## config.mk

```make
export PLATFORM = sky130hd
export DESIGN_NAME = qdec_index_top
export DESIGN_NICKNAME = d
export VERILOG_FILES = /design/src/rtl/qdec_pkg.sv /design/src/rtl/qdec_edge.sv /design/src/rtl/qdec_counter.sv /design/src/rtl/qdec_capture.sv /design/src/rtl/qdec_fifo.sv /design/src/rtl/qdec_index_top.sv
export SDC_FILE = /design/constraint.sdc
export NUM_CORES = 1
export LEC_CHECK = 0
export BUFFER_PORTS_ARGS = -buffer_cell sky130_fd_sc_hd__buf_2
export CORE_MARGIN = 8
export CORE_UTILIZATION = 45
export DETAILED_ROUTE_END_ITERATION = 10
export PLACE_DENSITY = 0.67
export SETUP_SLACK_MARGIN = 0.15
export SLEW_MARGIN = 5
export SYNTH_ARGS = -nofsm -noshare
export SYNTH_HDL_FRONTEND = slang
export SYNTH_SLANG_ARGS = --single-unit
```

## constraint.sdc

```tcl
create_clock -name clk -period 6.3 [get_ports clk]
set_clock_uncertainty 0.15 [all_clocks]
set_input_delay 0.63 -clock clk [delete_from_list [all_inputs] [get_ports clk]]
set_output_delay 0.63 -clock clk [all_outputs]
set_load 0.02 [all_outputs]
```

## src/rtl/qdec_pkg.sv

```systemverilog
package qdec_pkg;
  localparam logic [1:0] ENC_X1 = 2'd0;
  localparam logic [1:0] CAP_SAMPLED = 2'd1;
  localparam logic [1:0] CAP_EVENT = 2'd2;

  // Signed step: 2'b01 = +1, 2'b11 = -1, 2'b00 = none
  function automatic logic [1:0] qd_step(input logic [1:0] mode,
                                         input logic pa, input logic pb,
                                         input logic a, input logic b);
    logic a_moved, b_moved;
    logic [1:0] st;
    a_moved = pa ^ a;
    b_moved = pb ^ b;
    st = 2'b00;
    if (a_moved && !b_moved) begin
      if (mode == ENC_X1) begin
        if (a) st = b ? 2'b11 : 2'b01;
      end else begin
        st = (a ^ b) ? 2'b01 : 2'b11;
      end
    end else if (b_moved && !a_moved && mode[1]) begin
      st = (a == b) ? 2'b01 : 2'b11;
    end
    return st;
  endfunction

  function automatic logic in_index_phase(input logic z, input logic a, input logic b);
    return z & ~a & ~b;
  endfunction
endpackage

```

## src/rtl/qdec_edge.sv

```systemverilog
module qdec_edge
  import qdec_pkg::*;
(
  input  logic       clk,
  input  logic       rst_n,
  input  logic       a,
  input  logic       b,
  input  logic       z,
  input  logic [1:0] mode,
  output logic [1:0] step,
  output logic       illegal,
  output logic       idx_entry
);
  logic pa, pb, pz;

  always_ff @(posedge clk) begin
    if (!rst_n) begin
      pa <= 1'b0;
      pb <= 1'b0;
      pz <= 1'b0;
    end else begin
      pa <= a;
      pb <= b;
      pz <= z;
    end
  end

  assign step      = qd_step(mode, pa, pb, a, b);
  assign illegal   = (pa ^ a) & (pb ^ b);
  assign idx_entry = in_index_phase(z, a, b) & ~in_index_phase(pz, pa, pb);
endmodule

```

## src/rtl/qdec_counter.sv

```systemverilog
module qdec_counter #(
  parameter int W = 32
) (
  input  logic         clk,
  input  logic         rst_n,
  input  logic [1:0]   step,
  input  logic         illegal,
  input  logic         idx_entry,
  input  logic         rld_en,
  input  logic [W-1:0] rld_val,
  output logic [W-1:0] cnt,
  output logic [W-1:0] cnt_next,
  output logic         cnt_evt,
  output logic         seq_err
);
  logic reload_fire;
  logic [W-1:0] step_ext;

  assign reload_fire = rld_en & idx_entry;
  assign step_ext    = {{(W-2){step[1]}}, step};
  assign cnt_next    = reload_fire ? rld_val : cnt + step_ext;
  assign cnt_evt     = reload_fire | (step != 2'b00);

  always_ff @(posedge clk) begin
    if (!rst_n) begin
      cnt     <= '0;
      seq_err <= 1'b0;
    end else begin
      cnt <= cnt_next;
      if (illegal) seq_err <= 1'b1;
    end
  end


  reload_loads_chk: assert property (@(posedge clk) disable iff (!rst_n)
    reload_fire |=> cnt == $past(rld_val));

  err_sticky_chk: assert property (@(posedge clk) disable iff (!rst_n)
    seq_err |=> seq_err);

  illegal_hold_chk: assert property (@(posedge clk) disable iff (!rst_n)
    (illegal && !reload_fire) |=> $stable(cnt));
endmodule

```

## src/rtl/qdec_capture.sv

```systemverilog
module qdec_capture
  import qdec_pkg::*;
#(
  parameter int W = 32
) (
  input  logic         clk,
  input  logic         rst_n,
  input  logic [1:0]   cap_mode,
  input  logic         smp_clk,
  input  logic [W-1:0] cnt,
  input  logic [W-1:0] cnt_next,
  input  logic         cnt_evt,
  output logic         push,
  output logic [W-1:0] push_data,
  output logic [W-1:0] snap
);
  logic smp_q;
  logic smp_rise;
  logic single_sel;

  assign smp_rise   = smp_clk & ~smp_q;
  assign single_sel = (cap_mode != CAP_SAMPLED) && (cap_mode != CAP_EVENT);

  always_comb begin
    push      = 1'b0;
    push_data = cnt_next;
    if (cap_mode == CAP_SAMPLED) begin
      push      = smp_rise;
      push_data = cnt;
    end else if (cap_mode == CAP_EVENT) begin
      push = cnt_evt;
    end
  end

  always_ff @(posedge clk) begin
    if (!rst_n) begin
      smp_q <= 1'b0;
      snap  <= '0;
    end else begin
      smp_q <= smp_clk;
      if (single_sel && cnt_evt) snap <= cnt_next;
    end
  end
endmodule

```

## src/rtl/qdec_fifo.sv

```systemverilog
module qdec_fifo #(
  parameter int W     = 32,
  parameter int DEPTH = 8
) (
  input  logic         clk,
  input  logic         rst_n,
  input  logic         push,
  input  logic [W-1:0] din,
  input  logic         pop,
  output logic [W-1:0] dout,
  output logic         nempty,
  output logic         full
);
  localparam int AW = $clog2(DEPTH);
  localparam logic [AW:0] DEPTH_C = DEPTH[AW:0];

  logic [W-1:0]  mem [DEPTH];
  logic [AW-1:0] wr_ptr, rd_ptr;
  logic [AW:0]   occ;
  logic          do_wr, do_rd;

  assign full   = (occ == DEPTH_C);
  assign nempty = (occ != '0);
  assign do_wr  = push & ~full;
  assign do_rd  = pop & nempty;
  assign dout   = mem[rd_ptr];

  always_ff @(posedge clk) begin
    if (do_wr) mem[wr_ptr] <= din;
  end

  always_ff @(posedge clk) begin
    if (!rst_n) begin
      wr_ptr <= '0;
      rd_ptr <= '0;
      occ    <= '0;
    end else begin
      if (do_wr) wr_ptr <= (wr_ptr == AW'(DEPTH - 1)) ? '0 : wr_ptr + 1'b1;
      if (do_rd) rd_ptr <= (rd_ptr == AW'(DEPTH - 1)) ? '0 : rd_ptr + 1'b1;
      occ <= occ + {{AW{1'b0}}, do_wr} - {{AW{1'b0}}, do_rd};
    end
  end


  occ_bound_chk: assert property (@(posedge clk) disable iff (!rst_n)
    occ <= DEPTH_C);

  full_drop_chk: assert property (@(posedge clk) disable iff (!rst_n)
    (full && !pop) |=> full);
endmodule

```

## src/rtl/qdec_index_top.sv

```systemverilog
module qdec_index_top
  import qdec_pkg::*;
#(
  parameter int W     = 32,
  parameter int DEPTH = 8
) (
  input  logic         clk,
  input  logic         rst_n,
  input  logic         enc_a,
  input  logic         enc_b,
  input  logic         enc_z,
  input  logic [1:0]   enc_mode,
  input  logic [1:0]   cap_mode,
  input  logic         rld_en,
  input  logic [W-1:0] rld_val,
  input  logic         smp_clk,
  input  logic         rd_en,
  output logic [W-1:0] snap_o,
  output logic [W-1:0] fifo_dout,
  output logic         fifo_nempty,
  output logic         fifo_full,
  output logic         seq_err
);
  logic [1:0]   step;
  logic         illegal, idx_entry, cnt_evt, push;
  logic [W-1:0] cnt, cnt_next, push_data;

  qdec_edge u_edge (
    .clk(clk), .rst_n(rst_n), .a(enc_a), .b(enc_b), .z(enc_z), .mode(enc_mode),
    .step(step), .illegal(illegal), .idx_entry(idx_entry)
  );

  qdec_counter #(.W(W)) u_cnt (
    .clk(clk), .rst_n(rst_n), .step(step), .illegal(illegal), .idx_entry(idx_entry),
    .rld_en(rld_en), .rld_val(rld_val), .cnt(cnt), .cnt_next(cnt_next),
    .cnt_evt(cnt_evt), .seq_err(seq_err)
  );

  qdec_capture #(.W(W)) u_cap (
    .clk(clk), .rst_n(rst_n), .cap_mode(cap_mode), .smp_clk(smp_clk), .cnt(cnt),
    .cnt_next(cnt_next), .cnt_evt(cnt_evt), .push(push), .push_data(push_data),
    .snap(snap_o)
  );

  qdec_fifo #(.W(W), .DEPTH(DEPTH)) u_fifo (
    .clk(clk), .rst_n(rst_n), .push(push), .din(push_data), .pop(rd_en),
    .dout(fifo_dout), .nempty(fifo_nempty), .full(fifo_full)
  );


  event_push_chk: assert property (@(posedge clk) disable iff (!rst_n)
    (cap_mode == CAP_EVENT && cnt_evt) |-> push);

  single_no_push_chk: assert property (@(posedge clk) disable iff (!rst_n)
    (cap_mode == 2'd0 || cap_mode == 2'd3) |-> !push);
endmodule

```

==> flow_summary.yaml <==
placement:
  dp_hpwl_um: 23790
  gp_congestion: 0.9098
  placed_area_um2: 16450
  place_inst: 1613
  portBuffers: 110
clock_tree:
  clockBufferDepth: 3
  cts.clk_slew.worst_paths_ps: 60
  clkSinkCount: 338
  insertion_delay_ps: 510
  hold_buffers: 0
  cts_root_buf: "clkbuf_16"
  htreeDepth: 2
  cts_resized: 0
  post-cts-setup-buffers: 0
  cts_buffers: 36
  cts_tree: "built"
power:
  p_sw_mw: 2.020
  seqPwrFrac: 0.428
  pwr-share-clk: 0.307
  power_frac_comb: 0.266
  sw_frac_of_total: 0.3023
  intPower_mw: 4.663
  power.density_nw_per_um2: 379.7
  leakage_nw: 6.311
  ir_drop_uv: 223.7
synth:
  synth-seq-cells: 338
  synthFlopType: "edfxtp_1"
  muxShareOfSynthArea: 0.1372
  syn-mean-instance-area_um2: 14.03
  synthSimpleGateAreaFrac: 0.08894
  synth_compound_area_frac: 0.08845
  postSynthCellCount: 1095
  synth_top_family_by_area: "multiplexers"
  async_flop_share: 0
  synthAdderAreaFrac: 0.03926
  synth_nets: 1186
  synth_edf_count: 256
  netlist_area_um2: 15360
  synth_xor_area_frac: 0.01482
  yosysSeqAreaShare: 0.6073
  synth_warnings: 0
  synthDistinctLibCells: 75
critical_path:
  worstSetupStartpointType: "flip-flop"
  rr_worst_depth: 14
  cp_slowest_cell: "o21ai_0"
  cp_max_fo: 8
  criticalPathCategory: "reg -> reg"
  crit_top_cell: "o21ai_0"
  cp-end-kind: "flip-flop"
  worst_ep_arrival_time_ps: 4700
  cp.required_ps: 6330
  cp_cell_sequence: "xor2_1 > nand3_1 > a32oi_1 > ha_1 > inv_1 > fa_1 > nor2b_1 > o211ai_1 > a31o_4 > a211oi_1 > nor2_1 > o21ai_0 > a221oi_2 > o21ai_0"
  cpPeakStageDelay_ps: 660
status:
  run_status: "finished clean"
detailed_routing:
  wire_per_inst_um: 21.49
  drtAntennaViolNets: 0
  num_vias: 9455
  wl_um: 36050
  dr.pass1.iters: 5
  routed_via_density: 5.635
  drc_errors: 0
  first_iter_violations: 646
sta:
  finalCritPeriodShare: 0.7413
  finalSetupViolations: 0
  finalSetupTns_ps: 0
  rsz0062_at_grt: "no"
  max_freq_mhz: 214.1
  max_slew_margin: 0.3541
  finalHoldViolations: 0
  slew_violations: 0
  period_minus_slack_ps: 4670
  worstMarginPinSlew_ps: 965.4
floorplan:
  die_h_um: 200.8
  core_area_um2: 33620
  rows: 67
  io_pins: 111
  start_util: 0.4570
  die_width_um: 200.8
  dieArea_um2: 40310
global_route:
  antenna_found_initial: 0
  globalRouteTotalUtil: 0.1740
  top_usage_layer: "met2"
  use_met3: 0.02824
  grt_pass1_vias: 9424
  grtUsageMet1: 0.2380
  grt_overflow: 0
  grt_pass1_wl_um: 55430
  grt_max_degree: 55
  grt_util_met2: 0.2888
layout:
  nets: 1294
  final_cell_mix: "256 x edfxtp_1, 110 x buf_2, 80 x dfxtp_1, 77 x nor2_1, 64 x mux4_2"
  diodes: 0
  final_common_cell: "edfxtp_1"
  fin_area_um2: 17600
  synthToLayoutAreaGrowth_pct: 14.56
  instances_no_fill: 1678
  drive_above_1_share: 0.2780
worst_hold_path:
  hold_depth: 2
  hp-class: "in -> reg"
flow_run:
  cap_violations: 0
## metal layers
| metal | up-vias | routed length (um) |
|---|---|---|
| met1 | 4753 | 16510 |
| met3 | 41 | 1665 |
| met2 | 245 | 17280 |
| met4 | 0 | 597 |
| li1 | 4416 | - |
| met5 | - | 0 |
## sequential cells by signal (all words and copies together), names as in the netlist, named ones only
name,flops
u_edge.pa,1
u_fifo.occ,4
u_fifo.rd_ptr,3
u_edge.pz,1
u_cap.snap,32
u_edge.pb,1
u_cnt.cnt,32
u_cap.smp_q,1
u_fifo.mem,256
u_fifo.wr_ptr,3
u_cnt.seq_err,1
## power by group through the flow
stage                     clock (mW)  combinational (mW)  sequential, mW
after detailed placement           0                1.77            2.91
after global routing            2.17                1.93            2.88
after floorplan                    0                1.28            2.86
after CTS                       2.08                1.78            2.87
final                           2.05                1.77            2.86
after global placement             0                1.74            2.91
## cell usage after synthesis, drive strengths merged, types with 4 or more instances
cell | count | area (um^2)
clkbuf | 33 | 125.1
o21ba | 8 | 80.08
or3 | 4 | 25.02
xnor2 | 15 | 131.4
mux2 | 52 | 585.6
and3 | 7 | 48.80
inv | 27 | 101.3
a211oi | 5 | 37.54
nand3 | 18 | 90.09
mux4 | 64 | 1441
a21boi | 7 | 52.55
nor4 | 4 | 25.02
a21o | 9 | 67.56
o21ai | 54 | 281.5
nor2 | 80 | 302.8
nor3 | 26 | 130.1
nor3b | 6 | 45.04
o21a | 6 | 45.04
and2 | 30 | 188.9
nand2b | 8 | 50.05
o31ai | 6 | 45.04
nand4 | 17 | 106.4
nor2b | 4 | 25.02
mux2i | 8 | 80.08
nand2 | 53 | 198.9
dfxtp | 82 | 1642
xor2 | 11 | 96.34
buf | 30 | 143.9
o21bai | 5 | 37.54
o211ai | 5 | 51.30
ha | 45 | 563.0
a31oi | 7 | 43.79
a21oi | 64 | 354.1
edfxtp | 256 | 7687
o211a | 5 | 50.05
## layout make-up
| type | instances | area (um^2) |
|---|---|---|
| clock inverter | 11 | 146.4 |
| tap | 448 | 560.5 |
| inverter | 27 | 101.3 |
| fill | 2782 | 16020 |
| sequential | 338 | 9334 |
| timing repair buffer | 133 | 723.2 |
| multi-input combinational | 667 | 5736 |
| clock buffer | 54 | 998.5 |
## per-stage QoR
step / util / setup WS (ps) / power (mW) / hold slack [ps]
final: 0.5235 / 1630 / 6.683 / 197.6
after global routing: 0.5235 / 1343 / 6.979 / 188.5
after CTS: 0.5235 / 1574 / 6.727 / 190.8
after detailed placement: 0.4895 / 1239 / 4.679 / 312.4
after global placement: 0.4895 / 1380 / 4.650 / 299.9
after floorplan: - / 132.4 / 4.139 / 304.1
## final timing paths
check                 from           endpoint  slack, ps
max              u_edge.pb  u_fifo.mem[3][24]       1630
min                  enc_z          u_edge.pz        200
max reg2reg      u_edge.pb  u_fifo.mem[3][24]       1630
min reg2reg  u_cnt.seq_err      u_cnt.seq_err        320
## logic make-up (layout without fill, tap and decap cells)
logic type / after synthesis / count (layout)
flops: 338 / 338
simple gates: 271 / 271
compound gates: 199 / 199
mux: 124 / 124
buf+inv: 90 / 225
fa+ha+maj: 47 / 47
xor+xnor: 26 / 26
## critical path: cells and delay by family (launching register included)
| kind | cells | cell delay [ps] |
|---|---|---|
| XOR/XNOR | 1 | 390 |
| adder cells (fa/ha/maj) | 2 | 710 |
| flip-flops | 1 | 370 |
| AO/OA/AOI/OAI | 7 | 2180 |
| buffers and inverters | 1 | 70 |
| AND/OR/NAND/NOR | 3 | 470 |
Power figures use the tool's default switching activity.
